--- src/rtl/acc_core_pkg.sv ---
// Shared opcode encoding and per-opcode commit latencies for the
// accumulator core. Assumes a 3-bit opcode field above the address field.
package acc_core_pkg;

    typedef enum logic [2:0] {
        OPC_BZ    = 3'd0,
        OPC_BR    = 3'd1,
        OPC_ADD   = 3'd2,
        OPC_SUB   = 3'd3,
        OPC_LDA   = 3'd4,
        OPC_STA   = 3'd5,
        OPC_IDLE6 = 3'd6,
        OPC_IDLE7 = 3'd7
    } opc_e;

    localparam int OPC_W        = 3;
    localparam int LAT_BZ_TAKEN = 5;
    localparam int LAT_BZ_FALL  = 6;
    localparam int LAT_BR       = 4;
    localparam int LAT_ARITH    = 8;
    localparam int LAT_MEMOP    = 6;
    localparam int LAT_IDLE6    = 6;
    localparam int LAT_IDLE7    = 5;
    localparam int LAT_MAX      = 8;
    // Counter holds latency minus 2 (fetch cycle and commit cycle excluded).
    localparam int CNT_W        = $clog2(LAT_MAX - 1);

endpackage

--- src/rtl/acc_core_latency.sv ---
// Maps a freshly fetched opcode to its countdown preload (latency - 2).
// Assumes the accumulator seen at fetch is the one the instruction uses.
module acc_core_latency
    import acc_core_pkg::*;
(
    input  opc_e             opc_i,
    input  logic             acc_zero_i,
    output logic [CNT_W-1:0] preload_o
);

    int lat;

    // Select the commit latency of the opcode.
    always_comb begin
        unique case (opc_i)
            OPC_BZ:           lat = acc_zero_i ? LAT_BZ_TAKEN : LAT_BZ_FALL;
            OPC_BR:           lat = LAT_BR;
            OPC_ADD, OPC_SUB: lat = LAT_ARITH;
            OPC_LDA, OPC_STA: lat = LAT_MEMOP;
            OPC_IDLE6:        lat = LAT_IDLE6;
            default:          lat = LAT_IDLE7;
        endcase
        preload_o = CNT_W'(lat - 2);
    end

endmodule

--- src/rtl/acc_core_exec.sv ---
// Computes the architectural effect of one instruction from the latched
// word, the current state and the operand read at the address field.
// Purely combinational; used only in the commit cycle.
module acc_core_exec
    import acc_core_pkg::*;
#(
    parameter  int ADDR_W = 5,
    localparam int WORD_W = ADDR_W + OPC_W
) (
    input  logic [WORD_W-1:0] ir_i,
    input  logic [WORD_W-1:0] pc_i,
    input  logic [WORD_W-1:0] acc_i,
    input  logic [WORD_W-1:0] operand_i,
    output logic [WORD_W-1:0] pc_next_o,
    output logic [WORD_W-1:0] acc_next_o,
    output logic              store_o
);

    opc_e              opc;
    logic [WORD_W-1:0] pc_step;

    // Decode the opcode and form the wrapped sequential successor.
    always_comb begin
        opc     = opc_e'(ir_i[WORD_W-1:ADDR_W]);
        pc_step = pc_i + WORD_W'(1);
    end

    // Select next program counter, next accumulator and store request.
    always_comb begin
        pc_next_o  = pc_step;
        acc_next_o = acc_i;
        store_o    = 1'b0;
        unique case (opc)
            OPC_BZ:  pc_next_o  = (acc_i == '0) ? ir_i : pc_step;
            OPC_BR:  pc_next_o  = ir_i;
            OPC_ADD: acc_next_o = acc_i + operand_i;
            OPC_SUB: acc_next_o = acc_i - operand_i;
            OPC_LDA: acc_next_o = operand_i;
            OPC_STA: store_o    = 1'b1;
            default: ;
        endcase
    end

endmodule

--- src/rtl/acc_core_timer.sv ---
// Instruction phase tracker: idle means fetch this cycle, busy means
// counting down. Expires in the cycle the counter is zero while busy.
module acc_core_timer
    import acc_core_pkg::*;
(
    input  logic             clk,
    input  logic             rst_n,
    input  logic [CNT_W-1:0] preload_i,
    output logic             busy_o,
    output logic             expire_o
);

    logic [CNT_W-1:0] cnt;

    // Load on fetch, count down while busy, drop back to fetch on expiry.
    always_ff @(posedge clk) begin
        if (!rst_n) begin
            busy_o <= 1'b0;
            cnt    <= '0;
        end else if (!busy_o) begin
            busy_o <= 1'b1;
            cnt    <= preload_i;
        end else if (cnt == '0) begin
            busy_o <= 1'b0;
        end else begin
            cnt <= cnt - 1'b1;
        end
    end

    // Flag the commit cycle.
    always_comb expire_o = busy_o && (cnt == '0);

endmodule

--- src/rtl/acc_core.sv ---
// Instruction-granular accumulator core. Fetches at the program counter,
// holds the instruction for its opcode latency, reads the operand and
// commits program counter, accumulator and any store in the last cycle.
// Assumes memory read data is combinational on mem_addr_o.
module acc_core
    import acc_core_pkg::*;
#(
    parameter  int ADDR_W = 5,
    localparam int WORD_W = ADDR_W + OPC_W
) (
    input  logic              clk,
    input  logic              rst_n,
    output logic [ADDR_W-1:0] mem_addr_o,
    input  logic [WORD_W-1:0] mem_rdata_i,
    output logic              mem_we_o,
    output logic [WORD_W-1:0] mem_wdata_o,
    output logic              commit_o,
    output logic [WORD_W-1:0] pc_o,
    output logic [WORD_W-1:0] acc_o
);

    logic [WORD_W-1:0] ir;
    logic [CNT_W-1:0]  preload;
    logic              busy;
    logic              expire;
    logic [WORD_W-1:0] pc_next;
    logic [WORD_W-1:0] acc_next;
    logic              store_req;

    acc_core_latency u_lat (
        .opc_i      (opc_e'(mem_rdata_i[WORD_W-1:ADDR_W])),
        .acc_zero_i (acc_o == '0),
        .preload_o  (preload)
    );

    acc_core_timer u_tmr (
        .clk       (clk),
        .rst_n     (rst_n),
        .preload_i (preload),
        .busy_o    (busy),
        .expire_o  (expire)
    );

    acc_core_exec #(.ADDR_W(ADDR_W)) u_exe (
        .ir_i       (ir),
        .pc_i       (pc_o),
        .acc_i      (acc_o),
        .operand_i  (mem_rdata_i),
        .pc_next_o  (pc_next),
        .acc_next_o (acc_next),
        .store_o    (store_req)
    );

    // Address mux: program counter while fetching, address field after.
    always_comb begin
        mem_addr_o  = busy ? ir[ADDR_W-1:0] : pc_o[ADDR_W-1:0];
        mem_we_o    = expire && store_req;
        mem_wdata_o = acc_o;
    end

    // Latch the instruction word in the fetch cycle.
    always_ff @(posedge clk) begin
        if (!rst_n)     ir <= '0;
        else if (!busy) ir <= mem_rdata_i;
    end

    // Commit architectural state and raise the pulse alongside it.
    always_ff @(posedge clk) begin
        if (!rst_n) begin
            pc_o     <= '0;
            acc_o    <= '0;
            commit_o <= 1'b0;
        end else begin
            commit_o <= expire;
            if (expire) begin
                pc_o  <= pc_next;
                acc_o <= acc_next;
            end
        end
    end

endmodule

--- config.mk ---
export PLATFORM = sky130hd
export DESIGN_NAME = acc_core
export DESIGN_NICKNAME = d
export VERILOG_FILES = /design/src/rtl/acc_core_pkg.sv /design/src/rtl/acc_core_latency.sv /design/src/rtl/acc_core_exec.sv /design/src/rtl/acc_core_timer.sv /design/src/rtl/acc_core.sv
export SDC_FILE = /design/constraint.sdc
export NUM_CORES = 1
export LEC_CHECK = 0
export BUFFER_PORTS_ARGS = -buffer_cell sky130_fd_sc_hd__clkbuf_2
export CAP_MARGIN = 30
export CELL_PAD_IN_SITES_DETAIL_PLACEMENT = 1
export CELL_PAD_IN_SITES_GLOBAL_PLACEMENT = 2
export CORE_UTILIZATION = 30
export CTS_CLUSTER_SIZE = 16
export DETAILED_ROUTE_END_ITERATION = 7
export HOLD_SLACK_MARGIN = 0.15
export PLACE_DENSITY = 0.88
export SLEW_MARGIN = 20
export SYNTH_ARGS = -nofsm -noshare
export SYNTH_HDL_FRONTEND = slang
export SYNTH_SLANG_ARGS = --single-unit
--- constraint.sdc ---
create_clock -name clk -period 2.6 [get_ports clk]
set_input_delay 0.39 -clock clk [delete_from_list [all_inputs] [get_ports clk]]
set_output_delay 0.39 -clock clk [all_outputs]
set_load 0.02 [all_outputs]
# ---- Word level (Yosys, flattened, before mapping)
# Cells that the tools add are included.
dict set report word_totals {
  output_inout_bits 31
  inputBits 10
  ram_bits 0
  mem_count 0
  mem_bits_ro 0
  latch_bits 0
  regBits 29
  word_cells 44
}
dict set report op_classes {
  n_eq_ne 12
  n_bitwise 0
  muxes 11
  reduce_logical 10
  add_sub_neg 5
  shift 0
  n_lt_le_gt_ge 0
  n_mul 0
  div_mod_pow 0
}
# op n
set op_table {}
lappend op_table {{$pmux 8 s3} 1}
lappend op_table {{$pmux 8 s2} 1}
lappend op_table {{$eq 3x3->1 const B} 5}
lappend op_table {{$eq 3x2->1 const B} 4}
lappend op_table {{$pmux 3 s4} 1}
lappend op_table {{$logic_not 3->1} 3}
lappend op_table {{$add 8x1->8 const B} 1}
lappend op_table {{$add 8x8->8} 1}
lappend op_table {{$logic_not 8->1} 1}
lappend op_table {{$mux 8} 1}
lappend op_table {{$sub 8x8->8} 1}
lappend op_table {{$eq 3x1->1 const B} 2}
lappend op_table {{$mux 3} 2}
lappend op_table {{$mux 5} 1}
lappend op_table {{$mux 1} 3}
lappend op_table {{$reduce_bool 3->1} 1}
lappend op_table {{$reduce_or 3->1} 1}
lappend op_table {{$sub 3x1->3 const B} 1}
lappend op_table {{$sub 3x3->3 const B} 1}
lappend op_table {{$logic_and 1x1->1} 2}
lappend op_table {{$mux 2} 1}
lappend op_table {{$ne 2x2->1 const B} 1}
lappend op_table {{$reduce_and 2->1} 1}
lappend op_table {{$reduce_or 2->1} 1}

# ---- Logic depth before layout (Yosys ltp)
dict set report logic_depth {
  depth_word 5
  ltp_mapped 11
  mapped_depth_nobuf 10
}

# ---- Hierarchy
# Synthesis repeated with hierarchy kept, for this count alone.
dict set report unflattened {
  hier_cells 263
  area_unflattened_um2 2192.1
}
# module cells_each seq_area_each_um2 n_inst area_per_inst_um2
set modules_own_cells {}
lappend modules_own_cells {acc_core 107 500.5 1 1071.0}
lappend modules_own_cells {acc_core_exec 123 0.0 1 838.3}
lappend modules_own_cells {acc_core_timer 25 80.1 1 217.7}
lappend modules_own_cells {acc_core_latency 8 0.0 1 65.1}

# ---- Worst setup path before layout
# OpenSTA, ideal clock, no wires.
dict set report synth_path {
  path_type {register -> register}
  from {register ir[6]}
  to {register acc_o[6]}
  t_arrival_ps 2232
  setup_time_ps 74
  path_buffers 2
  period_less_slack_ps 2307
  slack_ps 293
  t_required_ps 2526
  path_stages_with_launch 12
  path_cell_list {dfxtp_1 clkbuf_1 and3b_1 clkbuf_1 a31oi_1 xnor2_1 ha_1 inv_1 or4_1 nor2_1 a41oi_1 a31oi_1}
}
dict set report synth_between {
  elab_chain_cells 3
  word_cells_on_any_way 6
  classes_between {eq/ne (3); mux (1); reduce/logical (2)}
}
# item line
set synth_lines {}
lappend synth_lines {{start, declared} acc_core.sv:22} ;# logic [WORD_W-1:0] ir;
lappend synth_lines {{start signal, assigned} acc_core.sv:64} ;# else if (!busy) ir <= mem_rdata_i;
lappend synth_lines {{$eq 3x2->1 or $eq 3x3->1 (tied branches)} acc_core_exec.sv:33} ;# unique case (opc)
lappend synth_lines {{$reduce_bool 3->1 (no line)} n/a}
lappend synth_lines {{$reduce_and 2->1 (no line)} n/a}
lappend synth_lines {{end signal, assigned} acc_core.sv:77} ;# acc_o <= acc_next;
lappend synth_lines {{end, declared} acc_core.sv:19} ;# output logic [WORD_W-1:0] acc_o
# Several ways; a longest one is shown, not always the timed one.
# A chain may end at the register's enable or synchronous reset.

# ---- Worst setup path in the final report
dict set report layout_path {
  from {register ir[5]}
  to {register acc_o[6]}
}
# The elaborated chain is that of the path after synthesis.

==> impl_metrics.py <==
metrics = {
    "route": {
        "ant_nets": 0,
        "wl_per_cell_microns": 15.8,
        "drc": 0,
        "viasPerCell": 5.27,
        "vias": 1939,
        "first_iter_violations": 58,
        "first_pass_iters": 4,
        "wl_microns": 5800,
    },
    "synth": {
        "synth_edf_count": 0,
        "synth_fp_nets": 277,
        "netlist_top_cells_area": "dfxtp_1 30%, ha_1 7.0%, nand2_1 6.9%",
        "synth_cells": 255,
        "ys.flop_type": "dfxtp_1",
        "yosys.area.top_type": "dfxtp_1",
        "yosysWarnings": 0,
        "yosysMostFrequentCell": "nand2_1",
        "netlist_top_cells_count": "36 x nand2_1, 29 x dfxtp_1, 21 x a21oi_1, 21 x o21ai_0",
        "syn_area_sq_mm": 0.00196,
        "synth_seq_cells": 29,
        "synth-async-reset-ratio_pct": 0,
        "ys_types": 47,
        "synth_top_area_share_pct": 29.6,
        "seq_area_frac_synth_pct": 29.6,
        "avgSynthCellArea_sq_um": 7.69,
    },
    "floorplanning": {
        "floorplan.core_area_sq_mm": 0.00631,
        "fp-row-count": 29,
        "die_h_microns": 82.8,
        "dieArea_sq_mm": 0.00686,
        "start_util_pct": 31.1,
        "die_x_microns": 82.8,
        "ios": 41,
    },
    "clock_network": {
        "cts_sinks": 29,
        "path_clk_slew_ns": 0.07,
        "post_cts_buffers": 0,
        "cts-buffers-inserted": 5,
        "cts-resized-gates": 0,
        "cts_hold_buf": 0,
        "cts_tree": "built",
        "clock_latency_ns": 0.29,
        "clockBufferDepth": 2,
        "ctsHtreeMaxLevel": 2,
        "cts_root_buf": "clkbuf_8",
    },
    "final_layout": {
        "nets": 312,
        "layout-drive-gt1-share_pct": 21.3,
        "area_growth_pct": 17.0,
        "utilization_pct": 36.3,
        "diodes": 0,
        "multiInputGateArea_sq_mm": 0.00119,
        "seqCellArea_sq_um": 581,
        "nFillCells": 812,
    },
    "sta": {
        "fin_skew_ns": 0.00858,
        "tightest_slew_ns": 0.431,
        "finalHoldViolCount": 0,
        "slew_headroom_pct": 71.3,
        "fin_crit_sh_pct": 87.0,
        "min_period_ns": 2.26,
        "setup_viol": 0,
        "fin_setup_tns_ns": 0,
        "rsz0062_at_grt": "false",
        "fmax_ghz": 0.442,
        "slew_violations": 0,
    },
    "worst_setup_path": {
        "worstPathArrival_ns": 2.43,
        "path_max_fanout": 7,
        "cp_slowest_cell": "dfxtp_1",
        "path_buf_inv": 0,
        "end_kind": "flop",
        "rr_worst_depth": 8,
        "critical_path_class": "flop to flop",
        "path_depth": 8,
        "cpPeakStageDelay_ns": 0.40,
        "path_delay_family": "compound AO/OA/AOI/OAI gates",
        "worstPathCellList": "and3b_1 -> mux2i_1 -> fa_1 -> a21oi_1 -> o21ai_0 -> nor2_1 -> a41oi_1 -> a31oi_1",
        "required_ns": 2.77,
        "reg2reg_slack_ns": 0.34,
        "start_kind": "flop",
    },
    "global_routing": {
        "grt_overflow": 0,
        "grt_start_max_net_pins": 19,
        "grt_usage_pct": 17.6,
        "grt_pass1_vias": 1926,
        "grt_first_pass_wirelength_microns": 9620,
        "antenna_found_initial": 0,
    },
    "power": {
        "p_leak_nw": 0.995,
        "irDropWorstVdd_uv": 214,
        "power_density_mw_per_mm2": 633,
    },
    "hold_path": {
        "hold_path_depth": 3,
        "holdCritPathClass": "input pin to flop",
    },
    "placement": {
        "port_buffers": 40,
        "hpwl_microns": 4380,
        "routabilityCongestion": 0.788,
    },
    "outcome": {
        "status": "finished, final reports clean",
    },
    "flow_run": {
        "maxCapViolations": 0,
    },
}
## report_power, final
group,total [mW],switching [mW],leakage [nW],internal (mW)
sequential,0.528,0.0408,0.237,0.487
clock,0.381,0.195,0.0450,0.185
combinational,0.544,0.333,0.713,0.211
## cells in the final DEF (no fill, tap or decap), types with 2 or more instances in the layout
cell type / instances
a211oi_1: 2
and2_1: 2
a31oi_1: 9
nor3_1: 6
mux2i_1: 8
a32o_1: 2
clkbuf_8: 5
a21oi_1: 21
or3_1: 2
xnor2_1: 11
or4_1: 3
nor2b_1: 3
dfxtp_1: 29
nand2_1: 36
o32ai_1: 2
inv_1: 17
xor2_1: 2
buf_4: 10
nor2_1: 17
o21ai_0: 21
clkbuf_2: 40
clkinv_2: 2
ha_1: 11
nand3_1: 7
## kinds of logic after synthesis
logic type      count (synthesis)  share of synthesized area [%]
compound gates                 69                           21.6
xor+xnor                       13                           5.81
simple gates                   83                           20.4
buf+inv                        40                           9.64
fa+ha+maj                      12                           8.04
mux                             9                           4.85
flops                          29                           29.6
## per-stage QoR
step	cell area, sq um	cells	total power, mW	hold WS [ns]	setup WS, ns
2_1_floorplan	1960	255	0.925	0.447	0.293
3_3_place_gp	2210	360	1.07	0.461	0.296
6_report	2290	368	1.45	0.415	0.339
3_5_place_dp	2210	360	1.08	0.472	0.250
5_1_grt	2290	368	1.55	0.435	0.0668
4_1_cts	2290	368	1.46	0.418	0.332
## layer usage
layer  vias up  track usage, %  routed length (microns)
met5         -               0                        0
met4         0            5.64                       61
met3         5            3.28                      151
met2        34            29.6                     2780
met1       940            22.9                     2800
li1        960               -                        -
## state kept, by name, indices dropped and copies added (netlist names)
| register | cells |
|---|---|
| acc_o | 8 |
| ir | 8 |
| pc_o | 8 |
| u_tmr.cnt | 3 |
| commit_o | 1 |
| u_tmr.busy_o | 1 |
## path summary, 6_finish.rpt
kind                                  to      startpoint
worst max-delay path            acc_o[6]           ir[5]
worst min-delay path            acc_o[3]  mem_rdata_i[3]
worst max register to register  acc_o[6]           ir[5]
worst min register to register   pc_o[1]           ir[1]
## area by class of cell
| class | count | share of cell area, % |
|---|---|---|
| clock inverter | 2 | 0.436 |
| timing repair buffer | 50 | 12.0 |
| inverter | 18 | 2.95 |
| clock buffer | 6 | 3.16 |
| sequential | 29 | 25.3 |
| tap | 77 | 4.20 |
| multi-input combinational | 186 | 51.9 |
## worst min-delay path, cell delays in order
cell      delay [ns]
clkbuf_2        0.13
nand2_1         0.07
a31oi_1         0.07
Note: power is estimated with default switching activity, not from simulation.
